**src/rtl/qb_port_drv.sv**
```systemverilog
module qb_port_drv #(
  parameter int NPIN      = 8,
  parameter int BOOST_CYC = 2,
  parameter bit ADDR_DATA = 1'b0
) (
  input  logic              clk,
  input  logic              rst_n,
  input  logic              wr_en,
  input  logic [NPIN-1:0]   wr_data,
  input  logic [2*NPIN-1:0] mode,
  input  logic [NPIN-1:0]   rst_hi,
  input  logic [NPIN-1:0]   pad_in,
  output logic [NPIN-1:0]   pu_strong,
  output logic [NPIN-1:0]   pu_weak,
  output logic [NPIN-1:0]   pd,
  output logic [NPIN-1:0]   rd_data
);

  localparam int        CW      = $clog2(BOOST_CYC + 1);
  localparam logic [1:0] M_STD  = 2'b00;
  localparam logic [1:0] M_PP   = 2'b10;
  localparam logic       WEAK_ON = !ADDR_DATA;

  logic [NPIN-1:0] latch_q;
  logic [NPIN-1:0] sync1_q;
  logic [NPIN-1:0] sync2_q;

  always_ff @(posedge clk) begin
    if (!rst_n)     latch_q <= rst_hi;
    else if (wr_en) latch_q <= wr_data;
  end

  always_ff @(posedge clk) begin
    if (!rst_n) begin
      sync1_q <= '0;
      sync2_q <= '0;
    end else begin
      sync1_q <= pad_in;
      sync2_q <= sync1_q;
    end
  end

  assign rd_data = sync2_q;

  for (genvar g = 0; g < NPIN; g++) begin : g_pin
    logic [CW-1:0] boost_q;
    logic [1:0]    sel;
    logic          rise;

    assign sel  = mode[2*g +: 2];
    assign rise = wr_en && wr_data[g] && !latch_q[g];

    always_ff @(posedge clk) begin
      if (!rst_n)                   boost_q <= '0;
      else if (wr_en && !wr_data[g]) boost_q <= '0;
      else if (rise)                boost_q <= CW'(BOOST_CYC);
      else if (boost_q != '0)       boost_q <= boost_q - CW'(1);
    end

    always_comb begin
      pu_strong[g] = 1'b0;
      pu_weak[g]   = 1'b0;
      pd[g]        = !latch_q[g];
      case (sel)
        M_STD: begin
          pu_strong[g] = latch_q[g] && (boost_q != '0);
          pu_weak[g]   = WEAK_ON && latch_q[g];
        end
        M_PP:    pu_strong[g] = latch_q[g];
        default: ;
      endcase
    end
  end

endmodule

```
**config.mk**
```make
export PLATFORM = sky130hd
export DESIGN_NAME = qb_port_drv
export DESIGN_NICKNAME = d
export VERILOG_FILES = /design/src/rtl/qb_port_drv.sv
export SDC_FILE = /design/constraint.sdc
export NUM_CORES = 1
export LEC_CHECK = 0
export BUFFER_PORTS_ARGS = -buffer_cell sky130_fd_sc_hd__buf_2
export CAP_MARGIN = 25
export CORE_MARGIN = 2
export CORE_UTILIZATION = 50
export DETAILED_ROUTE_END_ITERATION = 16
export PLACE_DENSITY = 0.85
export REMOVE_ABC_BUFFERS = 1
export SLEW_MARGIN = 20
export SYNTH_ARGS = -nofsm -noshare
export SYNTH_HDL_FRONTEND = slang
export SYNTH_SLANG_ARGS = --single-unit
```
**constraint.sdc**
```tcl
create_clock -name clk -period 2.5 [get_ports clk]
set_input_delay 0.5 -clock clk [delete_from_list [all_inputs] [get_ports clk]]
set_output_delay 0.5 -clock clk [all_outputs]
set_load 0.05 [all_outputs]
```
* After elaboration in Yosys (flattened, before gate mapping) *
Index checks and enable logic that the tools add are counted.

word-level totals
  register bits = 40
  bits in latches = 0
  RAM bits = 0
  memory bits (read-only) = 0
  input port bits = 43
  output and inout port bits = 32
  logic and storage cells = 159
  memories = 0

cells by class
  add/sub/neg operators = 8
  $mul = 0
  div/mod/pow operators = 0
  magnitude comparators = 0
  equal/unequal tests = 9
  shift-type cells = 0
  muxes and demuxes = 34
  bitwise gates (word level) = 1
  reductions and logical operators = 88

operator list
  cell                                                                     count
  1-bit logical AND                                                        32
  2-bit 2-to-1 mux                                                         16
  2-bit nonzero test                                                       16
  3-bit OR reduction                                                       8
  2-bit == test, second input constant                                     8
  1-bit logical NOT                                                        16
  2-bit logical NOT                                                        8
  8-bit 2-to-1 mux                                                         2
  1-bit one-hot mux with 2 select lines                                    8
  2-bit OR reduction                                                       8
  2-bit by 1-bit subtractor with 2-bit output, second input constant       8
  1-bit 2-to-1 mux                                                         8
  2-bit by 1-bit inequality test with 1-bit output, second input constant  1
  1-bit inverter                                                           1

* Logic depth before layout (Yosys ltp) *
Gate-level depths: netlist of run 1.

  depth in word-level cells = 3
  depth in mapped cells = 4
  mapped depth without buffers = 2

* Worst setup path after synthesis of run 1 *
OpenSTA, ideal clock, no wires.

  path kind = in2out
  from = input mode[0]
  to = output pu_strong[0]
  data arrival time = 1302 ps
  data required time = 2000 ps
  slack = 698 ps
  stages = 2
  buffers on the path = 0
  cells stage by stage = nand2b_1 -> nor2_1

between the ends
  cells in the longest elaborated chain, start to end = 2
  elaborated cells between the ends (all ways) = 3
  classes of those cells = 1 x eq/ne; 1 x mux; 1 x reduce/logical

RTL lines
  item                                                line  RTL
  from (decl)                                         10    input logic [2*NPIN-1:0] mode,
  2-bit == test or 2-bit logical NOT (tied branches)  64    case (sel)
  1-bit one-hot mux with 2 select lines (*)           64
  to (decl)                                           13    output logic [NPIN-1:0] pu_strong,

Mark *: on every way between the ends. The rest lies on a longest branch, timed or not.

* Final worst setup path of run 1 *
  from = register latch_q[4]
  to = output pu_strong[4]

between the ends
  cells in the longest elaborated chain, start to end = 2

RTL lines
  item                                       line  RTL
  from (decl)                                24    logic [NPIN-1:0] latch_q;
  from (signal assigned)                     29    if (!rst_n) latch_q <= rst_hi;
  from (signal assigned)                     30    else if (wr_en) latch_q <= wr_data;
  1-bit logical AND                          66    pu_strong[g] = latch_q[g] && (boost_q != '0);
  1-bit one-hot mux with 2 select lines (*)  64

Marks and branches as above.

==> summary.log, run 1 <==
qor: outcome.status finished, final reports clean
qor: worst_setup_path.regToRegStartpoint latch_q[4]
qor: sta.clock.fmax 570 MHz
qor: worst_setup_path.crit_type reg2out
qor: route.firstDrtPassIters 4
qor: place.place.port_buffers 74
qor: clock_tree.ctsHtreeMaxLevel 2
qor: synthesis.yosysTopAreaCellShare 37.1%
qor: layout.fin_nets 288
qor: clock_tree.cts.root.buffer_cell sky130_fd_sc_hd__clkbuf_4
qor: clock_tree.post_cts_buffers 0
qor: sta.worst_pin_slew 0.525 ns
qor: layout.antenna_cells 0
qor: die.chipWidth 62.7 um
qor: synthesis.yosysSeqAreaShare 51.1%
qor: place.dp_hpwl 2430 um
qor: layout.multiInputGateArea 719 um2
qor: hold_path.hold_path.class in2reg
qor: worst_setup_path.worstPathArrival 1.25 ns
qor: sta.relSlewSlack 65.0%
qor: synthesis.dominantRegCellSynth sky130_fd_sc_hd__dfxtp_1
qor: die.fp-row-count 21
qor: worst_setup_path.critical_path.endpoint_type output pin
qor: place.place_congestion 0.722
qor: place.placement.setup.worst_slack 0.768 ns
qor: sta.totalNegativeSetupSlack 0 ns
qor: sta.timing.final.crit_period 1.75 ns
qor: synthesis.synth_enable_flop_cells 8
qor: route.avgRoutedWirePerCell 11.0 um
qor: worst_setup_path.regToRegSetupSlack 1.49 ns
qor: hold_path.hold_path_end sync1_q[2]
qor: global_route.first_global_vias 1282
qor: global_route.grt_start_max_net_pins 32
qor: synthesis.async_flop_share 0%
qor: clock_tree.clock_latency_on_the_worst_skew_pair 0.34 ns
qor: global_route.gr-usage-met2 27.3%
qor: sta.final_critical_path_setup_slack 0.747 ns
qor: die.design.die.area 0.00394 mm2
qor: die.floorplan.initialDensity 51.7%
qor: route.vias 1365
qor: pwr.total_leakage_power 1.03 nW
qor: global_route.antenna_found_initial 0
qor: global_route.groute.layer.met3.usage 6.31%
qor: layout.nFillCells 284
qor: sta.setup_viol 0
qor: job.maxCapViolations 0
qor: clock_tree.clock_sinks 40
qor: route.ant_nets 0
qor: global_route.busiest_layer met2
qor: synthesis.syn_inst 168
qor: clock_tree.cts_resized 0
qor: route.routed_wl 3200 um
qor: hold_path.timing.hold.worst_path_depth 2
qor: global_route.globalRouteOverflowTotal 0
qor: hold_path.origin_of_the_worst_min_delay_path pad_in[2]
qor: route.drt-vias-per-instance 4.67
qor: worst_setup_path.regToRegEndpoint g_pin[4].boost_q[1]
qor: synthesis.mean_instance_size_in_the_synthesized_netlist 10.3 um2
qor: global_route.grt_pass1_wl 5510 um
qor: die.core-area 0.00334 mm2
qor: synthesis.synthesis.area 0.00173 mm2
qor: clock_tree.numCtsBuffers 5
qor: die.pin_count 75
qor: clock_tree.hold_buffers 0
qor: pwr.ir_drop 0.000427 V
qor: worst_setup_path.worst_endpoint_required_time 2.00 ns
qor: sta.period_share 70.1%
qor: clock_tree.clock_transition_at_the_registers_of_the_reported_paths 0.12 ns
qor: sta.rsz0062_at_grt false
qor: clock_tree.clock_tree.buffer_depth 2
qor: layout.drive_above_1_share 42.7%
qor: route.drt_iter0_drc 70
qor: synthesis.yosys.area.top_type sky130_fd_sc_hd__dfxtp_1
qor: global_route.global_route.usage.met1 22.3%
qor: synthesis.yosys_warnings 0
qor: pwr.p_per_area 611 mW/mm2
qor: synthesis.synth.area.top_cells sky130_fd_sc_hd__dfxtp_1 37%, sky130_fd_sc_hd__edfxtp_1 14%, sky130_fd_sc_hd__a221oi_2 7.0%
qor: global_route.global_route.usage.total 17.6%
qor: worst_setup_path.worstRegToRegCells 2
qor: synthesis.synth-seq-cells 40
qor: layout.final-seq-area 881 um2
qor: clock_tree.cts_tree built
qor: layout.layout.cells.most_common sky130_fd_sc_hd__buf_2
qor: layout.areaGrowthSynthToFinish 25.0%
qor: worst_setup_path.cp-start-kind flop
qor: sta.final-max-slew-violation-count 0
qor: sta.timing.clock.skew 0.0134 ns
qor: route.remaining_drcs 0
qor: synthesis.synth_cell_type_count 19
qor: worst_setup_path.crit_path_max_fanout 4
qor: layout.most-common-layout-cells 74 x sky130_fd_sc_hd__buf_2, 32 x sky130_fd_sc_hd__dfxtp_1, 24 x sky130_fd_sc_hd__nand2_1
qor: sta.hold_slack 0.370 ns
qor: die.vertical_extent_of_the_die 62.7 um
qor: sta.timing.final.hold_violations 0
[metrics by stage]
step                cell area [um2]  std cells  utilization, %  total power, mW
CTS                            2160        292            64.6             1.34
floorplan                      1660        162               -            0.935
global placement               2110        284            63.1             1.03
detailed placement             2110        284            63.1             1.04
finish                         2160        292            64.6             1.32
global route                   2160        292            64.6             1.39
[layout make-up]
class                      instances  area share, %
sequential                        40           40.8
multi-input combinational        105           33.4
timing repair buffer              76           17.9
inverter                          17           2.96
tap                               46           2.67
clock buffer                       7           2.09
clock inverter                     1          0.232
[sequential cells by signal, indices dropped and copies added (netlist names)]
register       cells
latch_q            8
rd_data            8
g_pin.boost_q     16
sync1_q            8
[layer usage]
layer	share of wire, %	wire, um
met4	1.7	54
met5	0	0
met1	47	1490
met3	9.5	304
met2	42	1350
[worst max path at each step]
stage	from	endpoint	depth (start not counted)
finish	latch_q[4]	pu_strong[4]	3
floorplan	mode[0]	pu_strong[0]	2
global route	latch_q[4]	pu_strong[4]	3
global placement	rst_n	latch_q[5]	3
CTS	latch_q[4]	pu_strong[4]	3
detailed placement	rst_n	latch_q[5]	3
[Yosys cell counts (2+ instances only)]
master                     number
sky130_fd_sc_hd__dfxtp_1       32
sky130_fd_sc_hd__nand2_1       24
sky130_fd_sc_hd__and2_1        16
sky130_fd_sc_hd__inv_1         16
sky130_fd_sc_hd__nor2_1        16
sky130_fd_sc_hd__nand2b_1      11
sky130_fd_sc_hd__a221oi_2       8
sky130_fd_sc_hd__edfxtp_1       8
sky130_fd_sc_hd__nor3_1         8
sky130_fd_sc_hd__a211oi_2       6
sky130_fd_sc_hd__or2b_1         6
sky130_fd_sc_hd__mux2_2         4
sky130_fd_sc_hd__mux2_4         4
sky130_fd_sc_hd__a211oi_1       2
sky130_fd_sc_hd__buf_4          2
sky130_fd_sc_hd__buf_6          2
[power by group]
part | switching [mW] | internal, mW
clock network | 0.187 | 0.110
logic | 0.203 | 0.0958
registers | 0.0258 | 0.696
total | 0.416 | 0.902
[critical path: stages (launching register included)]
cell and delay (ns):
sky130_fd_sc_hd__edfxtp_1 0.44, sky130_fd_sc_hd__nand2b_1 0.10, sky130_fd_sc_hd__nor2_1 0.11, sky130_fd_sc_hd__buf_2 0.27
[kinds of logic after synthesis]
group                  synth area share (%)
multiplexers                           6.09
buffers and inverters                  7.25
flip-flops                             51.1
AND/OR/NAND/NOR                        23.4
AO/OA/AOI/OAI                          12.2
Power figures use the tool's default switching activity.
==> run 2: changes to the inputs <==
--- a/config.mk
+++ b/config.mk
@@ -5,12 +5,13 @@
 export SDC_FILE = /design/constraint.sdc
 export NUM_CORES = 1
 export LEC_CHECK = 0
+export ABC_AREA = 1
 export BUFFER_PORTS_ARGS = -buffer_cell sky130_fd_sc_hd__buf_2
 export CAP_MARGIN = 25
 export CORE_MARGIN = 2
-export CORE_UTILIZATION = 50
+export CORE_UTILIZATION = 47
 export DETAILED_ROUTE_END_ITERATION = 16
-export PLACE_DENSITY = 0.85
+export PLACE_DENSITY = 0.8
 export REMOVE_ABC_BUFFERS = 1
 export SLEW_MARGIN = 20
 export SYNTH_ARGS = -nofsm -noshare
==> constraint.sdc (replaced) <==
create_clock -name clk -period 1.8 [get_ports clk]
set_input_delay 0.36 -clock clk [delete_from_list [all_inputs] [get_ports clk]]
set_output_delay 0.36 -clock clk [all_outputs]
set_load 0.05 [all_outputs]
==> run 2 against run 1 <==
Net effect:
- area after synthesis is 2.2% higher
- routed wire length is 2.7% lower
- non-clock buffer count is 1 higher
- largest power group unchanged
- critical endpoint unchanged
- largest cell class unchanged
- highest routed layer unchanged
- worst setup slack worse by 0.63 ns
- flip-flop and latch count stayed put
==> summary.log, run 2 <==
qor: worst_setup_path.critical_path.endpoint_type output pin
qor: worst_setup_path.crit_path_max_fanout 3
qor: global_route.globalRouteOverflowTotal 0
qor: sta.final-max-slew-violation-count 0
qor: route.ant_nets 0
qor: route.drt_iter0_drc 22
qor: sta.period_share 93.8%
qor: sta.relSlewSlack 75.4%
qor: die.pin_count 75
qor: synthesis.yosys.area.top_type sky130_fd_sc_hd__dfxtp_1
qor: route.routed_wl 3110 um
qor: worst_setup_path.worstPathArrival 1.33 ns
qor: worst_setup_path.timing_startpoint_of_the_critical_path latch_q[4]
qor: die.core-area 0.00363 mm2
qor: route.remaining_drcs 0
qor: worst_setup_path.worst_endpoint_required_time 1.44 ns
qor: worst_setup_path.worst_path_largest_cell_delay 0.32 ns
qor: synthesis.mean_instance_size_in_the_synthesized_netlist 8.12 um2
qor: global_route.busiest_layer met2
qor: layout.most-common-layout-cells 74 x sky130_fd_sc_hd__buf_2, 41 x sky130_fd_sc_hd__inv_1, 33 x sky130_fd_sc_hd__nand2_1
qor: pwr.total_leakage_power 1.23 nW
qor: synthesis.dominantRegCellSynth sky130_fd_sc_hd__dfxtp_1
qor: global_route.first_global_vias 1358
qor: die.fp-row-count 22
qor: worst_setup_path.critical_path.top_delay_family simple AND/OR/NAND/NOR gates
qor: synthesis.synthesis.area 0.00176 mm2
qor: synthesis.most_numerous_cell_types_in_the_synthesized_netlist 41 x sky130_fd_sc_hd__inv_1, 33 x sky130_fd_sc_hd__nand2_1, 32 x sky130_fd_sc_hd__dfxtp_1, 32 x sky130_fd_sc_hd__nor2_1, 14 x sky130_fd_sc_hd__nand2_2
qor: die.floorplan.initialDensity 48.5%
qor: clock_tree.clock_sinks 40
qor: layout.areaGrowthSynthToFinish 30.1%
qor: hold_path.origin_of_the_worst_min_delay_path pad_in[3]
qor: route.drt-vias-per-instance 4.28
qor: synthesis.synth-seq-cells 40
qor: sta.hold_slack 0.245 ns
qor: synthesis.async_flop_share 0%
qor: layout.largest_register_ffs 16
qor: hold_path.hold_path.class in2reg
qor: clock_tree.hold_buffers 0
qor: clock_tree.cts_resized 0
qor: worst_setup_path.timing.critical_path.buf_inv 2
qor: route.firstDrtPassIters 3
qor: worst_setup_path.cp_slowest_cell sky130_fd_sc_hd__edfxtp_1
qor: clock_tree.cts_tree built
qor: pwr.p_per_area 999 mW/mm2
qor: clock_tree.clock_tree.buffer_depth 2
qor: synthesis.yosys_warnings 0
qor: synthesis.synth_cell_type_count 20
qor: global_route.global_route.usage.met1 16.2%
qor: layout.stdcell_area 0.00229 mm2
qor: clock_tree.clock_latency_on_the_worst_skew_pair 0.29 ns
qor: worst_setup_path.cp-start-kind flop
qor: clock_tree.cts.root.buffer_cell sky130_fd_sc_hd__clkbuf_8
qor: clock_tree.numCtsBuffers 5
qor: global_route.groute.layer.met3.usage 7.53%
qor: global_route.global_route.usage.total 16.0%
qor: synthesis.synth.most_common_cell sky130_fd_sc_hd__inv_1
qor: place.dp_hpwl 2410 um
qor: layout.drive_above_1_share 42.4%
qor: layout.antenna_cells 0
qor: clock_tree.ctsHtreeMaxLevel 2
qor: sta.timing.clock.skew 0.00269 ns
qor: route.avgRoutedWirePerCell 9.08 um
qor: clock_tree.clock_transition_at_the_registers_of_the_reported_paths 0.08 ns
qor: die.chipWidth 65.2 um
qor: sta.timing.final.crit_period 1.69 ns
qor: sta.setup_viol 0
qor: synthesis.synth_enable_flop_cells 8
qor: global_route.grt_pass1_wl 5160 um
qor: sta.clock.fmax 593 MHz
qor: layout.regMostFlops g_pin.boost_q
qor: synthesis.synth.area.top_cells sky130_fd_sc_hd__dfxtp_1 36%, sky130_fd_sc_hd__edfxtp_1 14%, sky130_fd_sc_hd__inv_1 8.7%
qor: place.placedInstanceArea 0.00214 mm2
qor: worst_setup_path.worstPathCellList inv_1, or2_2, nor2_1, buf_2
qor: layout.fin_nets 337
qor: worst_setup_path.regToRegStartpoint latch_q[6]
qor: sta.worst_pin_slew 0.368 ns
qor: die.vertical_extent_of_the_die 65.2 um
qor: synthesis.syn_inst 217
qor: outcome.status finished, final reports clean
qor: route.vias 1467
qor: synthesis.yosysTopAreaCellShare 36.3%
qor: sta.rsz0062_at_grt false
qor: clock_tree.post_cts_buffers 0
qor: global_route.antenna_found_initial 0
qor: layout.layout.cells.most_common sky130_fd_sc_hd__buf_2
qor: synthesis.yosysSeqAreaShare 50.0%
qor: worst_setup_path.crit_type reg2out
qor: place.place_congestion 0.703
qor: layout.final_core_util 63.1%
qor: place.place.port_buffers 74
qor: global_route.gr-usage-met2 27.8%
qor: job.maxCapViolations 0
qor: sta.timing.final.hold_violations 0
qor: pwr.ir_drop 0.000525 V
qor: global_route.grt_start_max_net_pins 22
qor: die.design.die.area 0.00426 mm2
[run 2: changes by cell type after synthesis, sizes merged, moves of 6 or more]
cell | previous run | this run
a211oi | 8 | 0
nor2 | 16 | 40
and2 | 16 | 0
a221oi | 8 | 0
or2 | 0 | 8
inv | 17 | 41
mux2 | 8 | 0
nand3 | 0 | 8
nand2 | 24 | 49
or2b | 6 | 0
a21oi | 0 | 16
nand2b | 11 | 0
[run 2: worst paths after layout]
| path | endpoint | cells past startpoint | slack, ns |
|---|---|---|---|
| setup / recovery | pu_strong[4] | 4 | 0.11 |
| hold / removal | sync1_q[3] | 3 | 0.24 |
| setup reg to reg | g_pin[6].boost_q[0] | 4 | 0.99 |
| hold reg to reg | rd_data[1] | 2 | 0.42 |
[run 2: final cells by class]
cell class	count	area, um2
clock buffer	7	119
clock inverter	1	30.0
fill	346	1340
inverter	41	154
multi-input combinational	129	657
sequential	40	881
tap	48	60.1
timing repair buffer	77	393
[run 2: through the flow]
stage / setup slack, ns / power (mW) / setup TNS [ns] / instances
finish: 0.112 / 2.29 / 0 / 343
global route: 0.0398 / 2.38 / 0 / 343
CTS: 0.102 / 2.31 / 0 / 343
detailed placement: 0.313 / 1.42 / 0 / 335
global placement: 0.344 / 1.41 / 0 / 335
floorplan: -0.0912 / 1.28 / -1.28 / 210
[run 2: where the power goes]
group / switching, mW / total (mW) / internal (mW)
Combinational: 0.304 / 0.424 / 0.120
Clock: 0.312 / 0.893 / 0.582
Sequential: 0.0131 / 0.973 / 0.960
Total: 0.629 / 2.29 / 1.66
[run 2: worst min-delay path: stages]
cell and delay [ns]:
sky130_fd_sc_hd__buf_2 0.07, sky130_fd_sc_hd__nand2_1 0.04, sky130_fd_sc_hd__inv_1 0.04
[run 2: per-layer routing]
layer / up-vias / share of wire, %
met4: 0 / 1.8
li1: 798 / -
met3: 6 / 10
met1: 616 / 42
met5: - / 0
met2: 47 / 46
[run 2: cells by family after synthesis]
| logic type | after synthesis | synth area share, % |
|---|---|---|
| flops | 40 | 50.0 |
| buf+inv | 48 | 12.8 |
| simple gates | 113 | 31.0 |
| compound gates | 16 | 6.25 |
==> run 3: changes to the inputs <==
--- a/config.mk
+++ b/config.mk
@@ -12,7 +12,7 @@
 export CORE_UTILIZATION = 47
 export DETAILED_ROUTE_END_ITERATION = 16
 export PLACE_DENSITY = 0.8
-export REMOVE_ABC_BUFFERS = 1
+export SETUP_SLACK_MARGIN = 0.02
 export SLEW_MARGIN = 20
 export SYNTH_ARGS = -nofsm -noshare
 export SYNTH_HDL_FRONTEND = slang
==> run 3 against run 2 <==
Net effect:
- critical path depth unchanged
- sequential share of layout area increased by 0.11 points
- sequential power is essentially flat
- first-iteration DRC count grew 55%
- clock power is 27% lower
- final cell count is the same
- core utilization shrank 0.17 points
- register-to-register slack hardly changed
- power shrank 9.9%
- final area shrank 0.27%
- fmax hardly changed
- clock skew down 0.0013 ns
- largest power group unchanged
==> summary.log, run 3 (synthesis results as in run 2) <==
qor: worst_setup_path.crit_path_max_fanout 3
qor: die.floorplan.initialDensity 48.5%
qor: clock_tree.numCtsBuffers 5
qor: sta.period_share 93.7%
qor: clock_tree.clock_transition_at_the_registers_of_the_reported_paths 0.07 ns
qor: die.core-area 0.00363 mm2
qor: global_route.grt_pass1_wl 5290 um
qor: worst_setup_path.worstPathArrival 1.33 ns
qor: clock_tree.clock_tree.buffer_depth 2
qor: route.remaining_drcs 0
qor: sta.timing.clock.skew 0.00139 ns
qor: layout.areaGrowthSynthToFinish 29.7%
qor: pwr.total_leakage_power 1.21 nW
qor: global_route.global_route.usage.total 16.3%
qor: layout.stdcell_area 0.00229 mm2
qor: pwr.p_per_area 902 mW/mm2
qor: worst_setup_path.regToRegSetupSlack 1.00 ns
qor: worst_setup_path.regToRegEndpoint g_pin[1].boost_q[0]
qor: clock_tree.cts_tree built
qor: global_route.first_global_vias 1335
qor: route.firstDrtPassIters 3
qor: layout.regMostFlops g_pin.boost_q
qor: sta.timing.final.hold_violations 0
qor: worst_setup_path.timing.critical_path.to pu_strong[3]
qor: route.vias 1497
qor: global_route.antenna_found_initial 0
qor: die.fp-row-count 22
qor: sta.rsz0062_at_grt false
qor: clock_tree.hold_buffers 0
qor: clock_tree.cts_resized 0
qor: worst_setup_path.critical_path.endpoint_type output pin
qor: layout.largest_register_ffs 16
qor: route.drt_iter0_drc 34
qor: outcome.status finished, final reports clean
qor: place.placedInstanceArea 0.00218 mm2
qor: route.ant_nets 0
qor: sta.totalNegativeSetupSlack 0 ns
qor: job.maxCapViolations 0
qor: pwr.power_after_layout 2.06 mW
qor: sta.hold_slack 0.249 ns
qor: sta.final-max-slew-violation-count 0
qor: route.routed_wl 3100 um
qor: worst_setup_path.worstRegToRegCells 4
qor: pwr.ir_drop 0.000636 V
qor: worst_setup_path.regToRegStartpoint latch_q[1]
qor: sta.relSlewSlack 75.9%
qor: worst_setup_path.cp-start-kind flop
qor: route.drt-vias-per-instance 4.36
qor: worst_setup_path.timing_startpoint_of_the_critical_path latch_q[3]
qor: layout.drive_above_1_share 47.5%
qor: die.design.die.area 0.00426 mm2
qor: layout.most-common-layout-cells 74 x sky130_fd_sc_hd__buf_2, 41 x sky130_fd_sc_hd__inv_1, 33 x sky130_fd_sc_hd__nand2_1
qor: global_route.grt_start_max_net_pins 17
qor: clock_tree.clock_latency_on_the_worst_skew_pair 0.28 ns
qor: route.avgRoutedWirePerCell 9.04 um
qor: worst_setup_path.crit_type reg2out
qor: clock_tree.post_cts_buffers 0
qor: place.place.port_buffers 74
qor: sta.timing.final.crit_period 1.69 ns
qor: layout.fin_nets 337
qor: sta.setup_viol 0
qor: layout.layout.cells.most_common sky130_fd_sc_hd__buf_2
qor: place.place_congestion 0.670
qor: die.chipWidth 65.2 um
qor: global_route.globalRouteOverflowTotal 0
qor: hold_path.hold_path.class in2reg
qor: die.pin_count 75
qor: synthesis.synth_nets 260
qor: place.dp_hpwl 2420 um
qor: die.vertical_extent_of_the_die 65.2 um
qor: sta.worst_pin_slew 0.361 ns
qor: clock_tree.ctsHtreeMaxLevel 2
qor: sta.clock.fmax 593 MHz
qor: clock_tree.clock_sinks 40
qor: worst_setup_path.worst_endpoint_required_time 1.44 ns
qor: clock_tree.cts.root.buffer_cell sky130_fd_sc_hd__clkbuf_8
qor: layout.antenna_cells 0
## run 3: changes by cell type in the layout (fill, tap and decap cells not counted)
cell                        delta
sky130_fd_sc_hd__nor2_1       -16
sky130_fd_sc_hd__clkbuf_1      +1
sky130_fd_sc_hd__clkinv_2      +1
sky130_fd_sc_hd__nor2_2       +16
sky130_fd_sc_hd__clkbuf_16     -1
sky130_fd_sc_hd__bufinv_16     -1
## run 3: worst max-delay path, cell delays in order, from the launching register on
cell,delay [ns]
sky130_fd_sc_hd__edfxtp_1,0.33
sky130_fd_sc_hd__inv_1,0.06
sky130_fd_sc_hd__or2_2,0.30
sky130_fd_sc_hd__nor2_2,0.10
sky130_fd_sc_hd__buf_2,0.26
## run 3: final cells by class
class | count | area, um2
fill | 339 | 1350
sequential | 40 | 881
multi-input combinational | 129 | 697
timing repair buffer | 77 | 393
inverter | 41 | 154
clock buffer | 7 | 97.6
tap | 48 | 60.1
clock inverter | 1 | 5.00
## run 3: how the worst min path moves through the flow
stage | startpoint | endpoint | slack (ns) | depth (start not counted)
2_1_floorplan | sync1_q[0] | rd_data[0] | 0.39 | 2
3_3_place_gp | sync1_q[0] | rd_data[0] | 0.39 | 2
3_5_place_dp | sync1_q[7] | rd_data[7] | 0.40 | 2
4_1_cts | pad_in[5] | sync1_q[5] | 0.24 | 3
5_1_grt | pad_in[7] | sync1_q[7] | 0.24 | 3
6_report | pad_in[2] | sync1_q[2] | 0.25 | 3
## run 3: per-layer routing
layer / vias to the layer above / global-route usage (%) / part of all wire, % / wire, um
met5: - / 0 / 0 / 0
met4: 0 / 7.03 / 1.2 / 36
met3: 3 / 5.14 / 8.6 / 266
met2: 51 / 30.0 / 47 / 1470
met1: 643 / 16.8 / 43 / 1330
li1: 800 / - / - / -
## run 3: stage by stage
step | instances | utilization (%) | setup WS (ns)
2_1_floorplan | 217 | - | 0.116
3_3_place_gp | 335 | 60.1 | 0.326
3_5_place_dp | 335 | 60.1 | 0.307
4_1_cts | 343 | 62.9 | 0.0808
5_1_grt | 343 | 62.9 | 0.0207
6_report | 343 | 62.9 | 0.113
## run 3: where the power goes
group | internal (mW) | switching [mW] | leakage [nW]
combinational | 0.124 | 0.311 | 0.812
clock | 0.355 | 0.298 | 0.0534
sequential | 0.960 | 0.0138 | 0.342
